### config.mk
export PLATFORM = sky130hd
export DESIGN_NAME = wordcode_decoder
export DESIGN_NICKNAME = d
export VERILOG_FILES = /design/src/rtl/wcd_pkg.sv /design/src/rtl/wcd_classify.sv /design/src/rtl/wcd_gather.sv /design/src/rtl/wordcode_decoder.sv
export SDC_FILE = /design/constraint.sdc
export NUM_CORES = 1
export LEC_CHECK = 0
export ABC_AREA = 1
export BUFFER_PORTS_ARGS = -buffer_cell sky130_fd_sc_hd__buf_2
export CELL_PAD_IN_SITES_DETAIL_PLACEMENT = 1
export CELL_PAD_IN_SITES_GLOBAL_PLACEMENT = 2
export CORE_ASPECT_RATIO = 0.6
export CORE_MARGIN = 3
export CORE_UTILIZATION = 33
export DETAILED_ROUTE_END_ITERATION = 7
export GPL_TIMING_DRIVEN = 0
export PLACE_DENSITY_LB_ADDON = 0.1
export SYNTH_ARGS = -nofsm -noshare
export SYNTH_HDL_FRONTEND = slang
export SYNTH_SLANG_ARGS = --single-unit
### constraint.sdc
create_clock -name clk -period 0.8 [get_ports clk]
set_clock_uncertainty 0.1 [all_clocks]
set_input_delay 0.12 -clock clk [delete_from_list [all_inputs] [get_ports clk]]
set_output_delay 0.12 -clock clk [all_outputs]
set_load 0.005 [all_outputs]
### src/rtl/wcd_pkg.sv
package wcd_pkg;

  localparam int REG_W  = 4;
  localparam int OPC_W  = 8;
  localparam int PORT_W = 6;
  localparam int LEN_W  = 2;

  typedef enum logic [2:0] {
    CL_SPECIAL = 3'd0,
    CL_IO      = 3'd1,
    CL_BR2     = 3'd2,
    CL_BR1     = 3'd3,
    CL_ORD     = 3'd4
  } cls_e;

  typedef enum logic [1:0] {
    SL_A = 2'd0,
    SL_B = 2'd1,
    SL_T = 2'd2
  } slot_e;

  typedef struct packed {
    cls_e              cls;
    logic [OPC_W-1:0]  opcode;
    logic              a_imm;
    logic              b_imm;
    logic              has_target;
    logic              illegal;
    logic [PORT_W-1:0] port;
    logic [LEN_W-1:0]  len;
  } hdr_t;

  // Assigned ordinary opcodes (0x20..0x6F region), by group nibble.
  function automatic logic opcode_assigned(input logic [OPC_W-1:0] op);
    logic ok;
    ok = 1'b0;
    if (!op[7]) begin
      case (op[6:4])
        3'd2: ok = (op[2:1] != 2'b11);
        3'd3: ok = (op[1:0] != 2'b11) && !op[2];
        3'd4: ok = 1'b1;
        3'd5: ok = (op[3:0] <= 4'hC);
        3'd6: ok = (op[2:1] != 2'b11);
        default: ok = 1'b0;
      endcase
    end
    return ok;
  endfunction

  function automatic cls_e class_of(input logic [OPC_W-1:0] op);
    if (op[7:4] == 4'h2)      return CL_BR2;
    else if (op[7:4] == 4'h3) return CL_BR1;
    else                      return CL_ORD;
  endfunction

endpackage

### src/rtl/wcd_classify.sv
module wcd_classify
  import wcd_pkg::*;
#(
  parameter int WORD_W = 16
) (
  input  logic [WORD_W-1:0] word,
  output hdr_t              hdr,
  output logic [REG_W-1:0]  a_reg,
  output logic [REG_W-1:0]  b_reg,
  output logic [1:0]        need,
  output slot_e             dst0,
  output slot_e             dst1
);

  logic        upper_nz;
  logic [15:0] w;
  logic        ill;

  generate
    if (WORD_W > 16) begin : g_wide
      assign upper_nz = |word[WORD_W-1:16];
    end else begin : g_narrow
      assign upper_nz = 1'b0;
    end
  endgenerate

  assign w = word[15:0];

  always_comb begin
    hdr   = '0;
    a_reg = '0;
    b_reg = '0;
    need  = 2'd0;
    dst0  = SL_A;
    dst1  = SL_B;
    ill   = 1'b0;
    if (upper_nz) begin
      ill = 1'b1;
    end else if (w[15:12] == 4'h1) begin
      hdr.cls = CL_IO;
      if (w[11]) begin
        ill = 1'b1;
      end else if (!w[10]) begin
        hdr.opcode = 8'h10;
        a_reg      = w[7:4];
        hdr.port   = {w[9:8], w[3:0]};
      end else begin
        hdr.opcode = 8'h14;
        b_reg      = w[3:0];
        hdr.port   = {w[9:8], w[7:4]};
      end
    end else if (w[15:12] != 4'h0) begin
      if (!opcode_assigned(w[15:8])) begin
        ill = 1'b1;
      end else begin
        hdr.opcode = w[15:8];
        hdr.cls    = class_of(w[15:8]);
        a_reg      = w[7:4];
        b_reg      = w[3:0];
        if (hdr.cls == CL_BR2) begin
          need           = 2'd1;
          dst0           = SL_T;
          hdr.has_target = 1'b1;
        end
      end
    end else if (w[11:8] >= 4'h2) begin
      if (!opcode_assigned(w[11:4])) begin
        ill = 1'b1;
      end else begin
        hdr.opcode = w[11:4];
        hdr.cls    = class_of(w[11:4]);
        hdr.b_imm  = 1'b1;
        a_reg      = w[3:0];
        need       = 2'd1;
        dst0       = SL_B;
        if (hdr.cls == CL_BR2) begin
          need           = 2'd2;
          dst1           = SL_T;
          hdr.has_target = 1'b1;
        end
      end
    end else if (w[11:8] == 4'h1) begin
      if (w[7:6] == 2'b01) begin
        hdr.cls    = CL_IO;
        hdr.opcode = 8'h14;
        hdr.port   = w[5:0];
        hdr.b_imm  = 1'b1;
        need       = 2'd1;
        dst0       = SL_B;
      end else begin
        ill = 1'b1;
      end
    end else if (w[7:4] == 4'h0) begin
      hdr.opcode = w[7:0];
      case (w[3:0])
        4'h0, 4'h6, 4'h7, 4'h8: need = 2'd0;
        4'h1, 4'h2, 4'h3: begin
          hdr.a_imm = 1'b1;
          need      = 2'd1;
        end
        4'h4, 4'h5: begin
          hdr.a_imm = 1'b1;
          hdr.b_imm = 1'b1;
          need      = 2'd2;
        end
        default: ill = 1'b1;
      endcase
    end else if (w[7:4] <= 4'h6) begin
      hdr.opcode = {w[7:4], 4'h0};
      if (w[7:4] == 4'h4 || w[7:4] == 4'h5) begin
        hdr.a_imm = 1'b1;
        b_reg     = w[3:0];
        need      = 2'd1;
      end else begin
        a_reg = w[3:0];
      end
    end else begin
      ill = 1'b1;
    end

    if (ill) begin
      hdr         = '0;
      hdr.illegal = 1'b1;
      hdr.len     = 2'd1;
      a_reg       = '0;
      b_reg       = '0;
      need        = 2'd0;
      dst0        = SL_A;
      dst1        = SL_B;
    end else begin
      hdr.len = need + 2'd1;
    end
  end

endmodule

### src/rtl/wcd_gather.sv
module wcd_gather
  import wcd_pkg::*;
#(
  parameter int WORD_W = 16
) (
  input  logic              clk,
  input  logic              rst_core_n,
  input  logic              in_valid,
  output logic              in_ready,
  input  logic [WORD_W-1:0] in_word,
  input  logic              out_ready,
  input  hdr_t              c_hdr,
  input  logic [REG_W-1:0]  c_a_reg,
  input  logic [REG_W-1:0]  c_b_reg,
  input  logic [1:0]        c_need,
  input  slot_e             c_dst0,
  input  slot_e             c_dst1,
  output logic              out_valid,
  output hdr_t              rec_hdr,
  output logic [WORD_W-1:0] rec_a,
  output logic [WORD_W-1:0] rec_b,
  output logic [WORD_W-1:0] rec_t
);

  localparam int ZW = WORD_W - REG_W;

  logic              valid_q, valid_n;
  logic              busy_q, busy_n;
  logic [1:0]        left_q, left_n;
  logic              second_q, second_n;
  slot_e             dst0_q, dst0_n, dst1_q, dst1_n;
  hdr_t              hdr_q, hdr_n;
  logic [WORD_W-1:0] a_q, a_n, b_q, b_n, t_q, t_n;
  logic              take;
  slot_e             slot;

  assign in_ready = !valid_q || out_ready;
  assign take     = in_valid && in_ready;
  assign slot     = second_q ? dst1_q : dst0_q;

  always_comb begin
    valid_n  = valid_q;
    busy_n   = busy_q;
    left_n   = left_q;
    second_n = second_q;
    dst0_n   = dst0_q;
    dst1_n   = dst1_q;
    hdr_n    = hdr_q;
    a_n      = a_q;
    b_n      = b_q;
    t_n      = t_q;
    if (valid_q && out_ready) valid_n = 1'b0;
    if (take) begin
      if (!busy_q) begin
        hdr_n = c_hdr;
        a_n   = {{ZW{1'b0}}, c_a_reg};
        b_n   = {{ZW{1'b0}}, c_b_reg};
        t_n   = '0;
        if (c_need == 2'd0) begin
          valid_n = 1'b1;
        end else begin
          busy_n   = 1'b1;
          left_n   = c_need;
          second_n = 1'b0;
          dst0_n   = c_dst0;
          dst1_n   = c_dst1;
        end
      end else begin
        case (slot)
          SL_A:    a_n = in_word;
          SL_B:    b_n = in_word;
          default: t_n = in_word;
        endcase
        left_n   = left_q - 2'd1;
        second_n = 1'b1;
        if (left_q == 2'd1) begin
          busy_n  = 1'b0;
          valid_n = 1'b1;
        end
      end
    end
  end

  always_ff @(posedge clk or negedge rst_core_n) begin
    if (!rst_core_n) begin
      valid_q  <= 1'b0;
      busy_q   <= 1'b0;
      left_q   <= 2'd0;
      second_q <= 1'b0;
      dst0_q   <= SL_A;
      dst1_q   <= SL_B;
    end else begin
      valid_q <= valid_n;
      if (take) begin
        busy_q   <= busy_n;
        left_q   <= left_n;
        second_q <= second_n;
        dst0_q   <= dst0_n;
        dst1_q   <= dst1_n;
      end
    end
  end

  always_ff @(posedge clk) begin
    if (take) begin
      hdr_q <= hdr_n;
      a_q   <= a_n;
      b_q   <= b_n;
      t_q   <= t_n;
    end
  end

  assign out_valid = valid_q;
  assign rec_hdr   = hdr_q;
  assign rec_a     = a_q;
  assign rec_b     = b_q;
  assign rec_t     = t_q;

endmodule

### src/rtl/wordcode_decoder.sv
module wordcode_decoder
  import wcd_pkg::*;
#(
  parameter int WORD_W = 16
) (
  input  logic              clk,
  input  logic              rst_n,
  input  logic              in_valid,
  output logic              in_ready,
  input  logic [WORD_W-1:0] in_word,
  output logic              out_valid,
  input  logic              out_ready,
  output logic [2:0]        out_class,
  output logic [OPC_W-1:0]  out_opcode,
  output logic [WORD_W-1:0] out_a,
  output logic              out_a_imm,
  output logic [WORD_W-1:0] out_b,
  output logic              out_b_imm,
  output logic [WORD_W-1:0] out_target,
  output logic              out_has_target,
  output logic [PORT_W-1:0] out_port,
  output logic [LEN_W-1:0]  out_len,
  output logic              out_illegal
);

  logic [1:0]       rst_sync_q;
  logic             rst_core_n;
  hdr_t             c_hdr, rec_hdr;
  logic [REG_W-1:0] c_a_reg, c_b_reg;
  logic [1:0]       c_need;
  slot_e            c_dst0, c_dst1;

  always_ff @(posedge clk or negedge rst_n) begin
    if (!rst_n) rst_sync_q <= 2'b00;
    else        rst_sync_q <= {rst_sync_q[0], 1'b1};
  end
  assign rst_core_n = rst_sync_q[1];

  wcd_classify #(.WORD_W(WORD_W)) u_classify (
    .word  (in_word),
    .hdr   (c_hdr),
    .a_reg (c_a_reg),
    .b_reg (c_b_reg),
    .need  (c_need),
    .dst0  (c_dst0),
    .dst1  (c_dst1)
  );

  wcd_gather #(.WORD_W(WORD_W)) u_gather (
    .clk        (clk),
    .rst_core_n (rst_core_n),
    .in_valid   (in_valid),
    .in_ready   (in_ready),
    .in_word    (in_word),
    .out_ready  (out_ready),
    .c_hdr      (c_hdr),
    .c_a_reg    (c_a_reg),
    .c_b_reg    (c_b_reg),
    .c_need     (c_need),
    .c_dst0     (c_dst0),
    .c_dst1     (c_dst1),
    .out_valid  (out_valid),
    .rec_hdr    (rec_hdr),
    .rec_a      (out_a),
    .rec_b      (out_b),
    .rec_t      (out_target)
  );

  assign out_class      = rec_hdr.cls;
  assign out_opcode     = rec_hdr.opcode;
  assign out_a_imm      = rec_hdr.a_imm;
  assign out_b_imm      = rec_hdr.b_imm;
  assign out_has_target = rec_hdr.has_target;
  assign out_port       = rec_hdr.port;
  assign out_len        = rec_hdr.len;
  assign out_illegal    = rec_hdr.illegal;

endmodule

==> results.ini, run 1 <==
[yosys]
synth_nets=387
ys_warn_count=0
ys.flop_type=edfxtp_1
synth.area.top_cells=edfxtp_1 56%, nand2_1 8.1%, dfrtp_1 6.5%
ys_seq_elements=82
yosysMostFrequentCell=nand2_1
synthTopCellsByCount=83 x nand2_1, 71 x edfxtp_1, 43 x inv_1, 30 x nor2_1, 23 x nand3_1
synth-seq-area-share_pct=62.8
synth.top_cell.area_share_pct=55.6
synth.avg_cell_area_um2=10.5
yosys.area.top_type=edfxtp_1
synth_edf_count=71
async_flop_share_pct=13.4
synth_cell_types=41
syn_inst=366
syn-cell-area_um2=3830

[critical_path]
start_kind=flop
max_stage_delay_ns=0.45
worstPathRequired_ns=0.76
path_cells=mux2i_4 > nand2_2 > a21oi_4 > buf_12
r2r_slack_ns=-0.88
critPathKind=flop to flop
worstPathMaxFanout=16
crit_slowest_cell=dfrtp_2
endpoint_kind=flop
arrival_ns=1.64

[floorplanning]
core.rowCount=29
die_area_um2=13000
initial_core_util_pct=35.1
core_um2=10900
fp.dieW_um=145
pin_count=93
die_height_um=89.5

[power]
combinationalPowerShare_pct=39.6
switching_share_pct=34.4
cellLeakagePower_nw=3.09
power.switching_mw=6.24
seqPwrFrac_pct=36.5
p_int_mw=11.9
ir_drop_mv=1.51
p_per_area_nw_per_um2=2540
p_clk_share_pct=23.9

[job]
max_cap_viol_count=0

[grt]
grt_max_degree=17
grt_overflow_total=0
grt_pass1_vias=3882
grt.total_usage_pct=24.1
grt_pass1_wl_um=23200
antenna_found_initial=0

[sta]
report.final.slew_viol_count=0
period_needed_ns=1.68
worst_slack_ns=-0.884
holdWs_ns=-0.0171
finalSetupViolations=223
grt_setup_unrepaired=yes
max_freq_mhz=594
period_share_pct=210
hold_viol=6

[placed_design]
port_buffers=89
dp_hpwl_um=8860
post_dp_cell_area_um2=4770
gp_congestion=0.868

[hold_path]
hold_class=input port to flop

[clock_tree]
cts_tree=done
cts_hold_buf=1
worstSkewPairLatency_ns=0.35
cts.sinks=82
cts_root_buffer=clkbuf_16
h-tree-depth=3
cts_buffers=9
clkTransAtPathRegs_ns=0.07
clockBufferDepth=2

[status]
status=finished, violations left
violations=negative hold slack, negative setup slack

[drt]
num_vias=3842
vias_per_cell=5.25
drtIter0Drc=250
final_antenna_net_count=0
wl_um=17800
drc=0
wl_per_cell_um=24.3
first_pass_iters=5

[finish]
fin_util_pct=65.5
final_area_um2=7150
seqCellArea_um2=2410
nNetsFinal=593
syn_to_final_growth_pct=86.6
drive_above_1_share_pct=72.1
antenna_cells=0
multi_input_area_um2=2110
fillers=1082

==> per-stage QoR <==
step | cells | setup TNS [ns] | hold WS [ns] | setup slack (ns) | total power [mW]
2_1_floorplan | 366 | -85.15 | -0.276 | -0.884 | 8.72
3_3_place_gp | 610 | -121.68 | -0.192 | -1.13 | 10.3
3_5_place_dp | 610 | -124.35 | -0.191 | -1.17 | 10.4
4_1_cts | 699 | -106.84 | -0.0185 | -0.816 | 17.3
5_1_grt | 732 | -122.17 | -0.0164 | -0.908 | 18.9
6_report | 732 | -115.88 | -0.0171 | -0.884 | 18.2
==> power groups by stage <==
stage	clock, mW	combinational [mW]	sequential, mW
6_report	4.34	7.18	6.63
5_1_grt	4.59	7.63	6.72
4_1_cts	4.31	6.49	6.55
3_5_place_dp	0	3.83	6.61
3_3_place_gp	0	3.71	6.58
2_1_floorplan	0	2.07	6.65
==> worst paths after layout <==
kind,cells after the start,startpoint,endpoint
setup / recovery,4,u_gather.second_q,u_gather.rec_a[6]
hold / removal,3,in_word[4],u_gather.rec_b[4]
setup reg to reg,4,u_gather.second_q,u_gather.rec_a[6]
hold reg to reg,0,rst_sync_q[1],u_gather.dst0_q[0]
max in group asynchronous,0,rst_sync_q[1],u_gather.dst1_q[0]
min in group asynchronous,2,rst_n,rst_sync_q[1]
==> critical path: cells and delay by family, from the launching register on <==
kind	cells	cell delay, ns
DFF	1	0.45
muxes	1	0.34
AOI/OAI and AO/OA	1	0.18
buffers and inverters	1	0.18
and+or+nand+nor	1	0.12
==> per-layer routing <==
metal  track usage, %  wire length [um]
met1             30.9              7390
met5                0                 0
met4             6.63               566
met2             40.9              8570
met3             6.79              1290
==> cell type report <==
| type | instances | area share, % |
|---|---|---|
| well taps | 155 | 2.71 |
| clock inverters | 7 | 1.07 |
| flip-flops and latches | 82 | 33.7 |
| repair buffers | 193 | 22.7 |
| multi-input cells | 223 | 29.4 |
| clock buffers | 9 | 3.15 |
| inverters | 54 | 4.37 |
| plain buffers | 9 | 2.80 |
==> registers in the layout (all words and copies together), names as in the netlist <==
signal and cells:
u_gather.out_valid 1, u_gather.rec_b 16, u_gather.rec_a 16, u_gather.second_q 1, u_gather.dst0_q 2, u_gather.left_q 2
u_gather.rec_t 16, rst_sync_q 2, u_gather.dst1_q 2, u_gather.busy_q 1, u_gather.rec_hdr 23
==> cells in the final DEF (no fill, tap or decap), types with 8 or more instances in the layout <==
cell        n
clkbuf_16  13
buf_12     18
buf_4      64
inv_1      15
buf_6      26
nand2_8     8
nand3_4    13
dfrtp_1     8
nand3_1    13
edfxtp_1   71
nand2_1    23
nand2_2    35
nor2_2     10
inv_4       9
buf_2      79
nor2_4     19
nand2_4    34
inv_2      18
==> logic make-up (layout without fill, tap and decap cells) <==
group	after synthesis	after routing	share of synthesized area (%)
other	2	2	0.196
DFF	82	82	62.8
AOI/OAI and AO/OA	45	45	7.41
muxes	2	2	0.522
and+or+nand+nor	171	173	21.7
adders and majority gates	1	1	0.326
buffers and inverters	63	272	6.99
==> repair_timing <==
action | 4_1_cts | 5_1_grt
hold endpoints to repair | 12 | 6
pin swaps | 63 | 42
setup buffers | 69 | 38
gates cloned | 4 | 1
resized for setup | 215 | 83
setup endpoints to repair | 223 | 223
Note: power is estimated with default switching activity, not from simulation.
==> inputs of run 2 (changes only) <==
--- a/config.mk
+++ b/config.mk
@@ -17,4 +17,5 @@
 export PLACE_DENSITY_LB_ADDON = 0.1
 export SYNTH_ARGS = -nofsm -noshare
 export SYNTH_HDL_FRONTEND = slang
+export SYNTH_HIERARCHICAL = 1
 export SYNTH_SLANG_ARGS = --single-unit
==> results.ini, run 2 <==
[status]
status=finished, violations left
violations=negative hold slack, negative setup slack

[finish]
multi_input_area_um2=2370  ; +13%
fin_util_pct=66.3  ; +0.77 points
syn_to_final_growth_pct=90.8
largest_register_ffs=23  ; unchanged
drive_above_1_share_pct=68.4  ; -3.7 points
antenna_cells=0  ; unchanged
layout_common_cells=77 x buf_2, 71 x edfxtp_1, 61 x buf_4
nNetsFinal=653  ; +10%
fillers=1164  ; +7.6%
seqCellArea_um2=2410  ; unchanged
final_common_cell=buf_2

[yosys]
synth.area.top_cells=edfxtp_1 53%, nand2_1 11%, dfrtp_1 6.2%
yosys.area.top_type=edfxtp_1
synthAdderAreaFrac_pct=0.311  ; -0.016 points
synth_nets=436  ; +13%
yosysMostFrequentCell=nand2_1
synth_compound_area_share_pct=8.45  ; +1.0 points
ys.flop_type=edfxtp_1
synth_edf_count=71  ; unchanged
synth.avg_cell_area_um2=9.71  ; -7.3%
synth.top_cell.area_share_pct=52.9  ; -2.7 points
syn_inst=415  ; +13%
synth_cell_types=40  ; -2.4%
synth_top_family_by_area=simple AND/OR/NAND/NOR gates
synth_simple_gate_area_share_pct=22.8  ; +1.1 points
async_flop_share_pct=13.4  ; unchanged
synthTopCellsByCount=115 x nand2_1, 71 x edfxtp_1, 63 x inv_1, 28 x nand3_1, 21 x nor2_1
syn-cell-area_um2=4030  ; +5.1%
synth-seq-area-share_pct=59.8  ; -3.0 points
synthMuxAreaShare_pct=0  ; -0.52 points
synth_xor_area_share_pct=0  ; unchanged
ys_seq_elements=82  ; unchanged
ys_warn_count=6  ; +6

[critical_path]
crit_slowest_cell=dfrtp_1
path_depth=5  ; +1
r2r_slack_ns=-0.76  ; +0.12 ns
cp-startpoint=u_gather/out_valid
max_stage_delay_ns=0.41  ; -0.04 ns
path_delay_family=flip-flops
worstPathMaxFanout=8  ; -8
endpoint_kind=flop
start_kind=flop
endpoint=u_gather/rec_b[2]
critPathKind=flop to flop
rr_worst_depth=5  ; +1
reg2reg_from=u_gather/out_valid
arrival_ns=1.51  ; -0.13 ns
worstPathRequired_ns=0.74  ; -0.02 ns
r2r_end=u_gather/rec_b[2]
critPathBufInv=2  ; +1
path_cells=a21oi_4 > buf_6 > buf_8 > nand3_4 > nand2_8

[sta]
hold_viol=4  ; -2
holdWs_ns=-0.0558  ; -0.0388 ns
period_needed_ns=1.56  ; -0.120 ns
max_freq_mhz=639  ; +7.6%
grt_setup_unrepaired=yes
report.final.slew_viol_count=0  ; unchanged
worst_slack_ns=-0.764  ; +0.120 ns
finalSetupViolations=223  ; unchanged
period_share_pct=196  ; -15 points

[drt]
first_pass_iters=4  ; -1
vias_per_cell=5.18  ; -1.2%
final_antenna_net_count=0  ; unchanged
wl_um=19300  ; +8.3%
drc=0  ; unchanged
wl_per_cell_um=24.2  ; -0.50%
num_vias=4132  ; +7.5%
drtIter0Drc=253  ; +1.2%

[clock_tree]
cts_buffers=9  ; unchanged
clkTransAtPathRegs_ns=0.06  ; about the same
cts.sinks=82  ; unchanged
clockBufferDepth=2  ; unchanged
cts_hold_buf=1  ; unchanged
cts_tree=done
cts_root_buffer=clkbuf_16
worstSkewPairLatency_ns=0.34  ; about the same
h-tree-depth=3  ; unchanged

[grt]
grt_pass1_vias=4020  ; +3.6%
grt_overflow_total=0  ; unchanged
grt.total_usage_pct=23.2  ; -0.90 points
grt_max_degree=17  ; unchanged
antenna_found_initial=0  ; unchanged
grt_pass1_wl_um=23800  ; +2.6%

[floorplanning]
die_height_um=91.6  ; +2.3%
pin_count=93  ; unchanged
core.rowCount=30  ; +3.4%
core_um2=11600  ; +6.2%
die_area_um2=13600  ; +4.8%
initial_core_util_pct=34.7  ; -0.37 points
fp.dieW_um=149  ; +2.4%

[placed_design]
dp_hpwl_um=9790  ; +10%
gp_congestion=0.923  ; +6.3%
port_buffers=92  ; +3.4%

[power]
power_mw=18.7  ; +3.1%
cellLeakagePower_nw=3.41  ; +10%
ir_drop_mv=1.49  ; -1.4%
p_per_area_nw_per_um2=2440  ; -4.1%

[job]
max_cap_viol_count=0  ; unchanged

[hold_path]
hold_class=input port to flop

## run 2: changes by cell type in the layout (fill, tap and decap cells not counted), sizes merged, moves of 7 or more
cell,delta
nand2,+28
buf,+11
inv,+10
a21oi,+8
nor2,-7
## run 2: cell families (layout without fill, tap and decap cells)
group           count (synthesis)  in the layout
fa+ha+maj                       1              1
compound gates                 52             52
flops                          82             82
buf+inv                        81            301
simple gates                  197            199
other cells                     2              2
## run 2: tightest hold or removal path, cell delays in order
cell	delay [ns]
buf_2	0.08
inv_2	0.04
nand2_2	0.05
nand2_1	0.04
## run 2: area by class of cell
| type | instances | share of cell area [%] |
|---|---|---|
| Buffer | 8 | 1.63 |
| Clock buffer | 9 | 2.93 |
| Clock inverter | 7 | 0.847 |
| Inverter | 71 | 5.18 |
| Multi-Input combinational cell | 254 | 30.9 |
| Sequential cell | 82 | 31.4 |
| Tap cell | 160 | 2.61 |
| Timing Repair Buffer | 205 | 24.4 |
| Timing Repair inverter | 1 | 0.0977 |
## run 2: timing repair
item,in CTS,in global routing
setup endpoints to repair,223,223
gates resized for setup,171,208
cloned,3,2
endpoints found under the hold margin,6,6
buffers inserted,52,66
pin swaps,40,72
## run 2: worst min-delay path by stage
stage / endpoint / startpoint / slack (ns) / cells after the start
after CTS: u_gather/out_valid / out_ready / -0.05 / 4
after global routing: u_gather/out_valid / out_ready / -0.03 / 4
after floorplan: rst_sync_q[0] / rst_n / -0.28 / 0
after detailed placement: rst_sync_q[0] / rst_n / -0.19 / 1
final: u_gather/out_valid / out_ready / -0.06 / 4
after global placement: rst_sync_q[1] / rst_n / -0.19 / 1
## run 2: where the power goes
| group | total (mW) | internal, mW | switching, mW |
|---|---|---|---|
| Combinational | 7.75 | 3.35 | 4.39 |
| Sequential | 6.89 | 6.34 | 0.553 |
| Clock | 4.09 | 2.15 | 1.93 |
## run 2: metrics by stage
| stage | instances | setup slack (ns) | TNS [ns] | instance area [um^2] |
|---|---|---|---|---|
| after detailed placement | 667 | -1.24 | -122.03 | 4890 |
| final | 797 | -0.764 | -110.05 | 7680 |
| after global placement | 667 | -1.25 | -119.11 | 4890 |
| after floorplan | 415 | -0.686 | -74.49 | 4230 |
| after global routing | 797 | -0.809 | -117.98 | 7680 |
| after CTS | 738 | -0.743 | -101.66 | 6420 |
## run 2: routing by layer
layer  vias to the layer above  GRT usage [%]  share of wire [%]
met3                        34           4.89                7.2
met2                       178           34.3                 48
met1                      2096           34.4                 43
li1                       1824              -                  -
met4                         0           5.92                2.0
met5                         -              0                  0
